File: src/rtl/ide_dma_channel.sv
module ide_dma_channel #(
  parameter int AW  = 32,
  parameter int CW  = 16,
  parameter int DSZ = 8
) (
  input  logic          clk,
  input  logic          rst_n,
  input  logic          reg_wr,
  input  logic [2:0]    reg_addr,
  input  logic [31:0]   reg_wdata,
  output logic [31:0]   reg_rdata,
  output logic          mem_req,
  output logic          mem_we,
  output logic [AW-1:0] mem_addr,
  output logic [7:0]    mem_wdata,
  input  logic          mem_ack,
  input  logic          mem_err,
  input  logic [7:0]    mem_rdata,
  input  logic          drv_rd_valid,
  input  logic [7:0]    drv_rd_data,
  output logic          drv_rd_pop,
  input  logic          drv_wr_ready,
  output logic [7:0]    drv_wr_data,
  output logic          drv_wr_push,
  input  logic          drv_irq,
  output logic          irq
);
  localparam int IW = $clog2(DSZ);
  localparam logic [CW:0] FULL = {1'b1, {CW{1'b0}}};

  typedef enum logic [2:0] {S_IDLE, S_DESC, S_GET, S_PUT, S_WAIT} state_t;

  state_t        st;
  logic          cmd_start, cmd_dir, cur_dir, irq_f, err_f, last_f;
  logic [AW-1:0] tbl_base, tbl_cur, buf_ptr;
  logic [IW-1:0] fidx;
  logic [CW-1:0] cnt_raw;
  logic [CW:0]   remain;
  logic [7:0]    hold;

  wire wr_cmd = reg_wr && reg_addr == 3'd0;
  wire wr_sts = reg_wr && reg_addr == 3'd2;
  wire wr_ptr = reg_wr && reg_addr == 3'd4;
  wire active = st != S_IDLE;
  wire go     = wr_cmd && reg_wdata[0] && !cmd_start && !active;

  assign mem_req     = (st == S_DESC) || (st == S_GET && !cur_dir) || (st == S_PUT && cur_dir);
  assign mem_we      = (st == S_PUT) && cur_dir;
  assign mem_addr    = (st == S_DESC) ? tbl_cur : buf_ptr;
  assign mem_wdata   = hold;
  assign drv_wr_data = hold;
  assign drv_rd_pop  = (st == S_GET) && cur_dir && cmd_start && drv_rd_valid;
  assign drv_wr_push = (st == S_PUT) && !cur_dir && cmd_start && drv_wr_ready;
  assign irq         = irq_f;

  always_comb begin
    case (reg_addr)
      3'd0:    reg_rdata = {28'd0, cmd_dir, 2'b00, cmd_start};
      3'd2:    reg_rdata = {29'd0, irq_f, err_f, active};
      3'd4:    reg_rdata = 32'(tbl_base);
      default: reg_rdata = 32'd0;
    endcase
  end

  wire put_done = (st == S_PUT) && (cur_dir ? (mem_ack && !mem_err && cmd_start) : drv_wr_push);

  always_ff @(posedge clk or negedge rst_n) begin
    if (!rst_n) begin
      st <= S_IDLE;
      cmd_start <= 1'b0;
      cmd_dir <= 1'b0;
      cur_dir <= 1'b0;
      irq_f <= 1'b0;
      err_f <= 1'b0;
      last_f <= 1'b0;
      tbl_base <= '0;
      tbl_cur <= '0;
      buf_ptr <= '0;
      fidx <= '0;
      cnt_raw <= '0;
      remain <= '0;
      hold <= '0;
    end else begin
      if (wr_cmd) begin
        cmd_start <= reg_wdata[0];
        cmd_dir <= reg_wdata[3];
      end
      if (wr_ptr) tbl_base <= AW'(reg_wdata);
      if (wr_sts && reg_wdata[2]) irq_f <= 1'b0;
      if (wr_sts && reg_wdata[1]) err_f <= 1'b0;
      if (go) begin
        cur_dir <= reg_wdata[3];
        tbl_cur <= tbl_base;
        fidx <= '0;
        st <= S_DESC;
      end
      case (st)
        S_DESC: if (mem_ack) begin
          if (mem_err) begin
            err_f <= 1'b1;
            st <= S_IDLE;
          end else begin
            case (fidx)
              3'd0: buf_ptr[7:0] <= mem_rdata;
              3'd1: buf_ptr[15:8] <= mem_rdata;
              3'd2: buf_ptr[23:16] <= mem_rdata;
              3'd3: buf_ptr[31:24] <= mem_rdata;
              3'd4: cnt_raw[7:0] <= mem_rdata;
              3'd5: cnt_raw[15:8] <= mem_rdata;
              3'd7: last_f <= mem_rdata[7];
              default: ;
            endcase
            tbl_cur <= tbl_cur + 1'b1;
            fidx <= fidx + 1'b1;
            if (!cmd_start) st <= S_IDLE;
            else if (fidx == IW'(DSZ-1)) begin
              remain <= (cnt_raw == '0) ? FULL : {1'b0, cnt_raw};
              st <= S_GET;
            end
          end
        end
        S_GET: begin
          if (cur_dir) begin
            if (!cmd_start) st <= S_IDLE;
            else if (drv_rd_valid) begin
              hold <= drv_rd_data;
              st <= S_PUT;
            end
          end else if (mem_ack) begin
            if (mem_err) begin
              err_f <= 1'b1;
              st <= S_IDLE;
            end else if (!cmd_start) st <= S_IDLE;
            else begin
              hold <= mem_rdata;
              st <= S_PUT;
            end
          end
        end
        S_PUT: begin
          if (cur_dir && mem_ack && mem_err) begin
            err_f <= 1'b1;
            st <= S_IDLE;
          end else if (!cmd_start && (!cur_dir || mem_ack)) st <= S_IDLE;
          else if (put_done) begin
            buf_ptr <= buf_ptr + 1'b1;
            remain <= remain - 1'b1;
            if (remain == 1) st <= last_f ? S_WAIT : S_DESC;
            else st <= S_GET;
          end
        end
        S_WAIT: begin
          if (!cmd_start) st <= S_IDLE;
          else if (drv_irq) begin
            irq_f <= 1'b1;
            st <= S_IDLE;
          end
        end
        default: ;
      endcase
    end
  end

  a_r12_req_hold: assert property (@(posedge clk) disable iff (!rst_n)
    mem_req && !mem_ack |=> mem_req && $stable(mem_addr) && $stable(mem_we) && $stable(mem_wdata));
  a_r3_start_fetches: assert property (@(posedge clk) disable iff (!rst_n)
    go |=> mem_req && !mem_we && mem_addr == $past(tbl_base));
  a_r9_irq_after_drive: assert property (@(posedge clk) disable iff (!rst_n)
    $rose(irq) |-> $past(drv_irq) && $past(st == S_WAIT));
  a_r11_err_stops: assert property (@(posedge clk) disable iff (!rst_n)
    mem_req && mem_ack && mem_err |=> st == S_IDLE && err_f);
  a_r7_count_live: assert property (@(posedge clk) disable iff (!rst_n)
    (st == S_GET || st == S_PUT) |-> remain != '0);
endmodule

File: config.mk
export PLATFORM = sky130hd
export DESIGN_NAME = ide_dma_channel
export DESIGN_NICKNAME = d
export VERILOG_FILES = /design/src/rtl/ide_dma_channel.sv
export SDC_FILE = /design/constraint.sdc
export NUM_CORES = 1
export LEC_CHECK = 0
export ABC_AREA = 1
export BUFFER_PORTS_ARGS = -buffer_cell sky130_fd_sc_hd__buf_4
export CORE_MARGIN = 5
export CORE_UTILIZATION = 45
export DETAILED_ROUTE_END_ITERATION = 6
export PLACE_DENSITY = 0.67
export SKIP_CTS_REPAIR_TIMING = 1
export SLEW_MARGIN = 10
export SYNTH_ARGS = -nofsm -noshare
export SYNTH_HDL_FRONTEND = slang
export SYNTH_SLANG_ARGS = --single-unit
export TNS_END_PERCENT = 30
File: constraint.sdc
create_clock -name clk -period 1.54 [get_ports clk]
set_input_delay 0.077 -clock clk [delete_from_list [all_inputs] [get_ports clk]]
set_output_delay 0.077 -clock clk [all_outputs]
set_load 0.02 [all_outputs]
==> results of run 1 <==
## path summary, 6_finish.rpt
| check | startpoint | to | cells past startpoint |
|---|---|---|---|
| max | st[0] | mem_addr[15] | 7 |
| min | drv_rd_data[7] | drv_wr_data[7] | 3 |
| max reg2reg | st[0] | remain[10] | 12 |
| min reg2reg | cnt_raw[5] | cnt_raw[5] | 2 |
| max in group asynchronous | rst_n | tbl_cur[12] | 3 |
| min in group asynchronous | rst_n | drv_wr_data[2] | 2 |
## logic make-up after synthesis
| logic type | after synthesis | synth area share [%] |
|---|---|---|
| AOI/OAI and AO/OA | 292 | 16.4 |
| xor gates and xnor gates | 24 | 2.18 |
| adders and majority gates | 10 | 1.30 |
| buffers and inverters | 231 | 10.0 |
| DFF | 149 | 38.7 |
| muxes | 1 | 0.117 |
| and+or+nand+nor | 740 | 31.3 |
## stage by stage
step	power (uW)	util [%]	std cells	setup slack, ns	hold WS [ns]
after floorplan	13600	-	1447	-0.0172	-0.219
after global placement	19500	59.1	2014	-0.244	0.0249
after detailed placement	19700	59.1	2014	-0.266	0.0202
after CTS	24100	62.0	2046	-0.734	-0.438
after global routing	27800	67.5	2109	-0.473	-0.0000166
final	26000	67.5	2109	-0.418	-0.0404
## cells in the mapped netlist (3+ instances only)
cell        n  share of area, %
a21boi_1    7              0.54
a21boi_0    5              0.39
o21ai_1    12              0.62
nand2_4     3              0.35
buf_2      16              0.83
nor3_1     26               1.3
nand3_2     3              0.31
nand2_2     4              0.26
o211ai_1    3              0.23
o22ai_1     3              0.19
inv_1     166               6.5
nor4_1      3              0.19
ha_1       10               1.3
o21ai_0   153               7.9
xnor2_1     4              0.36
buf_6       6              0.70
dfrtp_1   149                39
inv_2       8              0.31
nor2_1    226               8.8
a21oi_1    94               4.9
buf_4       8              0.62
clkbuf_1   22              0.86
nand2_1   389                15
nand3_1    67               3.5
xor2_1     20               1.8
nand4_1    10              0.65
a21boi_2    3              0.35
o21a_1      3              0.23
buf_1       4              0.16
## where the power goes
group	total, uW	leakage (uW)	switching, uW	internal [uW]
Combinational	14700	0.00514	8140	6600
Clock	4410	0.000292	1930	2480
Sequential	6870	0.00177	1480	5390
Total	26000	0.00721	11600	14500
## layer usage
layer  wire length [um]  track usage (%)  vias to the layer above
li1                   -                -                     5371
met4               1080             9.01                        0
met5                  0                0                        -
met2              16200             42.8                      347
met1              14300             36.5                     5080
met3               1700             3.43                       81
## sequential cells by signal (all words and copies together), names as in the netlist
register and count:
remain 17, tbl_cur 32, err_f 1, st 3
buf_ptr 32, tbl_base 32, fidx 3, cnt_raw 16
irq 1, cmd_start 1, drv_wr_data 8, cmd_dir 1
cur_dir 1, last_f 1
## worst max-delay path: stages, from the launching register on
cell and delay, ns:
dfrtp_2 0.41, inv_2 0.06, nor2_4 0.19, nand2_8 0.10, buf_12 0.16, clkbuf_16 0.16
o21ai_4 0.20, buf_6 0.15
## cell type report
type / instances / area (um^2)
fill: 1783 / 6860
clock inverter: 14 / 164
clock buffer: 18 / 439
tap: 275 / 344
sequential: 149 / 3730
inverter: 175 / 664
timing repair buffer: 411 / 3500
multi-input combinational: 1067 / 5380
==> results.md, run 1 <==
* Syn avg cell area at 6.67 um^2
* Dpl hpwl at approximately 25000 um
* Largest net degree at the start of global routing at slightly below 60
* Area delta synth->final at 47.5%
* Congestion Overflow GR at 0
* DR pass1 iterations at 5
* First-pass GRT wire length at around 52000 um
* Leakage at ~0.0072 uW
* Commonest non-fill, non-tap cell in the layout: nand2_1
* Unrepaired setup endpoints after global routing: true
* Actual slew at the worst max-slew pin at between 0.5 and 0.6 ns
* Crit path kind: reg2out
* CTS root buf: clkbuf_16
* Synth Instances at 1447
* Clk buf depth at 2
* WP data arrival at between 1.5 and 2 ns
* Die area at 24500 um^2
* DRC at 0
* Clk slew on worst S/H paths at ~0.070 ns
* Vias/cell at just over 5
* Final #Nets at 1890
* Placed Instance Area at 12500 um^2
* Failing checks: negative hold slack, negative setup slack
* Initial core utilization at 45.7%
* Routed len/inst at about 16 um
* Ys Warns at 0
* Core Box Area at roughly 21000 um^2
* CTS tree: done
* Post-Syn Area at slightly below 10000 um^2
* Post-Route WL at 33200 um
* Final Setup Violations at approximately 130
* Max-slew headroom at the worst pin at between 60% and 70%
* Post-synth top flop: dfrtp_1
* Die H at 156 um
* CTS buffer count at 17
* Power Dens Cells at roughly 1800 nW/um^2
* Final Cycle Share at 127%
* Ys async rst share at 100%
* Clock skew at about 0.011 ns
* Worst vdd ir at between 0.9 and 1 mV
* Clk Latency, worst-skew pair at around 0.44 ns
* Sink Count at approximately 150
* CP required at around 1.5 ns
* I/O Buffers at 143
* GRT Total Usage at a little over a quarter
* Final Wtd Congestion at 0.995
* Die width at between 150 and 200 um
* Yosys reg bits at around 150
* Share of post-route cells with drive strength above 1 at 28.5%
* Finished Cell Area at 14200 um^2
* # Max-Cap Violations at 0
* Final Hold Viols at 12
* Status: finished, violations left
* CP Capture Type: output pin
* Worst reg-to-reg setup slack at -0.23 ns
* Sequential fraction of the synthesis area at around two fifths
* Via count at between 10000 and 15000
* Worst setup margin at -0.418 ns
* F_max at just over 500 MHz
* Period minus WS final at between 1.5 and 2 ns
* Number of synthesized flops with an enable pin at 0
* Initial DRC count at about 830
* Post-route ant nets at 0
* Most frequent cells in the layout: nand2_1, buf_4, nor2_1, inv_1, dfrtp_1
* Vias in the first global route at approximately 10000
* Initial antenna violation count at 0
* Syn nets at about 1500
* Post-Route Setup TNS at -25.34 ns
* Rows at 53
* Max Slew Vio Count at 0
* Post-synthesis cell type count at 44
* I/O Pins at 144
* H-tree depth at 4
* Type of the most critical hold path: in2reg
* Minimum hold slack at -0.0404 ns
* Worst setup SP type: register
* N_diodes at 0
* CP max FO at 9
Note: power is estimated with default switching activity, not from simulation.
==> run 2, diff against run 1 <==
--- a/config.mk
+++ b/config.mk
@@ -7,6 +7,7 @@
 export LEC_CHECK = 0
 export ABC_AREA = 1
 export BUFFER_PORTS_ARGS = -buffer_cell sky130_fd_sc_hd__buf_4
+export CORE_ASPECT_RATIO = 1.25
 export CORE_MARGIN = 5
 export CORE_UTILIZATION = 45
 export DETAILED_ROUTE_END_ITERATION = 6
==> results.md, run 2 (synthesis results as in run 1) <==
* Minimum hold slack at -0.0377 ns
* GRT Total Usage at between 20% and 30%
* Vias in the first global route at about 10000
* Dpl ws at -0.230 ns
* Clk Latency, worst-skew pair at approximately 0.44 ns
* Worst path cell trace: buf_12, nor2_4, nand2_4, buf_12, buf_12, o21ai_2, buf_6
* Final Wtd Congestion at around 0.95
* Clock power share at 15.6%
* Critical Path Stages at 7
* Max-slew headroom at the worst pin at a little over three fifths
* H-tree depth at 4
* Post-Route WL at between 30000 and 40000 um
* Most frequent cells in the layout: nand2_1, buf_4, nor2_1, inv_1, dfrtp_1
* CTS buffer count at 17
* Type of the most critical hold path: in2reg
* Die area at between 20000 and 25000 um^2
* Switching part of the total power at a little under half
* Die width at approximately 140 um
* Status: finished, violations left
* CTS tree: done
* I/O Buffers at about 140
* WP data arrival at ~1.9 ns
* Area delta synth->final at 49.3%
* Vias/cell at 5.29
* Sink Count at between 100 and 150
* Crit path kind: reg2out
* Commonest non-fill, non-tap cell in the layout: nand2_1
* Worst setup margin at -0.415 ns
* Die H at around 170 um
* Actual slew at the worst max-slew pin at 0.560 ns
* Power Dens Cells at between 1500 and 2000 nW/um^2
* Regs by FF count: buf_ptr x32, tbl_base x32, tbl_cur x32
* Core Box Area at between 20000 and 25000 um^2
* Clk slew on worst S/H paths at approximately 0.07 ns
* Via count at roughly 11000
* Worst vdd ir at between 1 and 1.5 mV
* Rows at 60
* Switching pwr at between 10000 and 15000 uW
* Final Hold Viols at 13
* Final Cycle Share at 127%
* Internal at 14200 uW
* Failing checks: negative hold slack, negative setup slack
* Crit path top cell by count: buf_12
* FILL cells at between 1500 and 2000
* CTS root buf: clkbuf_16
* Post-route ant nets at 0
* Dpl hpwl at approximately 25000 um
* CP required at 1.46 ns
* Final Setup Violations at ~150
* # Max-Cap Violations at 0
* Period minus WS final at between 1.5 and 2 ns
* Initial core utilization at 45.2%
* I/O Pins at between 100 and 150
* DRC at 0
* Final #Nets at about 1900
* Sequential power share at around a quarter
* Comb power frac at around 58%
* Congestion Overflow GR at 0
* Layout Utilization at 67.6%
* Initial DRC count at 888
* Unrepaired setup endpoints after global routing: true
* Initial antenna violation count at 0
* Worst path buffer plus inverter count at 4
* Post-Route Setup TNS at -29.91 ns
* DR pass1 iterations at 6
* Leakage at roughly 0.0072 uW
* FF-to-FF path depth at 10
* Max Slew Vio Count at 0
* DP Cell Count at approximately 2000
* Largest net degree at the start of global routing at 59
* Clock skew at 0.0101 ns
* Share of post-route cells with drive strength above 1 at around 30%
* Clk buf depth at 2
* CP max FO at 9
* WHS Path Cells at 3
* First-pass GRT wire length at roughly 51000 um
* F_max at 511 MHz
* Routed len/inst at about 16 um
* Final std cells w/o fill at between 2000 and 2500
* Critical Path Max Stage Delay at 0.44 ns
* CP top delay family: buffers and inverters
* CP Capture Type: output pin
* Worst setup SP type: register
* N_diodes at 0
* CP max-delay cell: dfrtp_2
==> run 2: worst register-to-register path, delay by kind of cell, from the launching register on <==
| kind | cells | cell delay (ns) |
|---|---|---|
| AND/OR/NAND/NOR | 4 | 0.51 |
| flip-flops | 1 | 0.44 |
| AO/OA/AOI/OAI | 2 | 0.13 |
| buffers and inverters | 4 | 0.65 |
==> run 2: final cells by class <==
type / count / area, um^2 / share of cell area (%)
Multi-Input combinational cell: 1068 / 5580 / 38.7
Sequential cell: 149 / 3730 / 25.9
Timing Repair Buffer: 384 / 3510 / 24.4
Inverter: 175 / 667 / 4.63
Clock buffer: 19 / 443 / 3.08
Tap cell: 279 / 349 / 2.42
Clock inverter: 13 / 111 / 0.773
Timing Repair inverter: 1 / 6.26 / 0.0434
==> run 2: metal layers <==
layer  vias up  global-route usage (%)  wire [um]
met4         0                    11.8       1920
met3       128                    3.09       1790
met5         -                       0          0
li1       5320                       -          -
met1      5129                    31.3      13500
met2       476                    45.7      17200
==> run 2: metrics by stage <==
stage                     power [uW]  area (um^2)
after floorplan                13600         9670
after global placement         19000        12400
after detailed placement       19200        12400
after CTS                      23300        12900
after global routing           27800        14400
final                          26200        14400
==> run 2: path summary, 6_finish.rpt <==
path	to	start	slack (ns)
max	mem_addr[21]	st[2]	-0.42
min	drv_wr_data[5]	drv_rd_data[5]	-0.04
max reg2reg	tbl_cur[13]	st[2]	-0.30
min reg2reg	cnt_raw[3]	cnt_raw[3]	0.49
max in group asynchronous	remain[15]	rst_n	0.82
min in group asynchronous	cnt_raw[1]	rst_n	0.14
==> run 2: power by group through the flow <==
| stage | clock network, uW | registers [uW] | logic (uW) |
|---|---|---|---|
| final | 4090 | 6910 | 15200 |
| after global routing | 4250 | 7080 | 16500 |
| after CTS | 4090 | 6780 | 12500 |
| after detailed placement | 0 | 6820 | 12400 |
| after global placement | 0 | 6800 | 12200 |
| after floorplan | 0 | 6660 | 6920 |
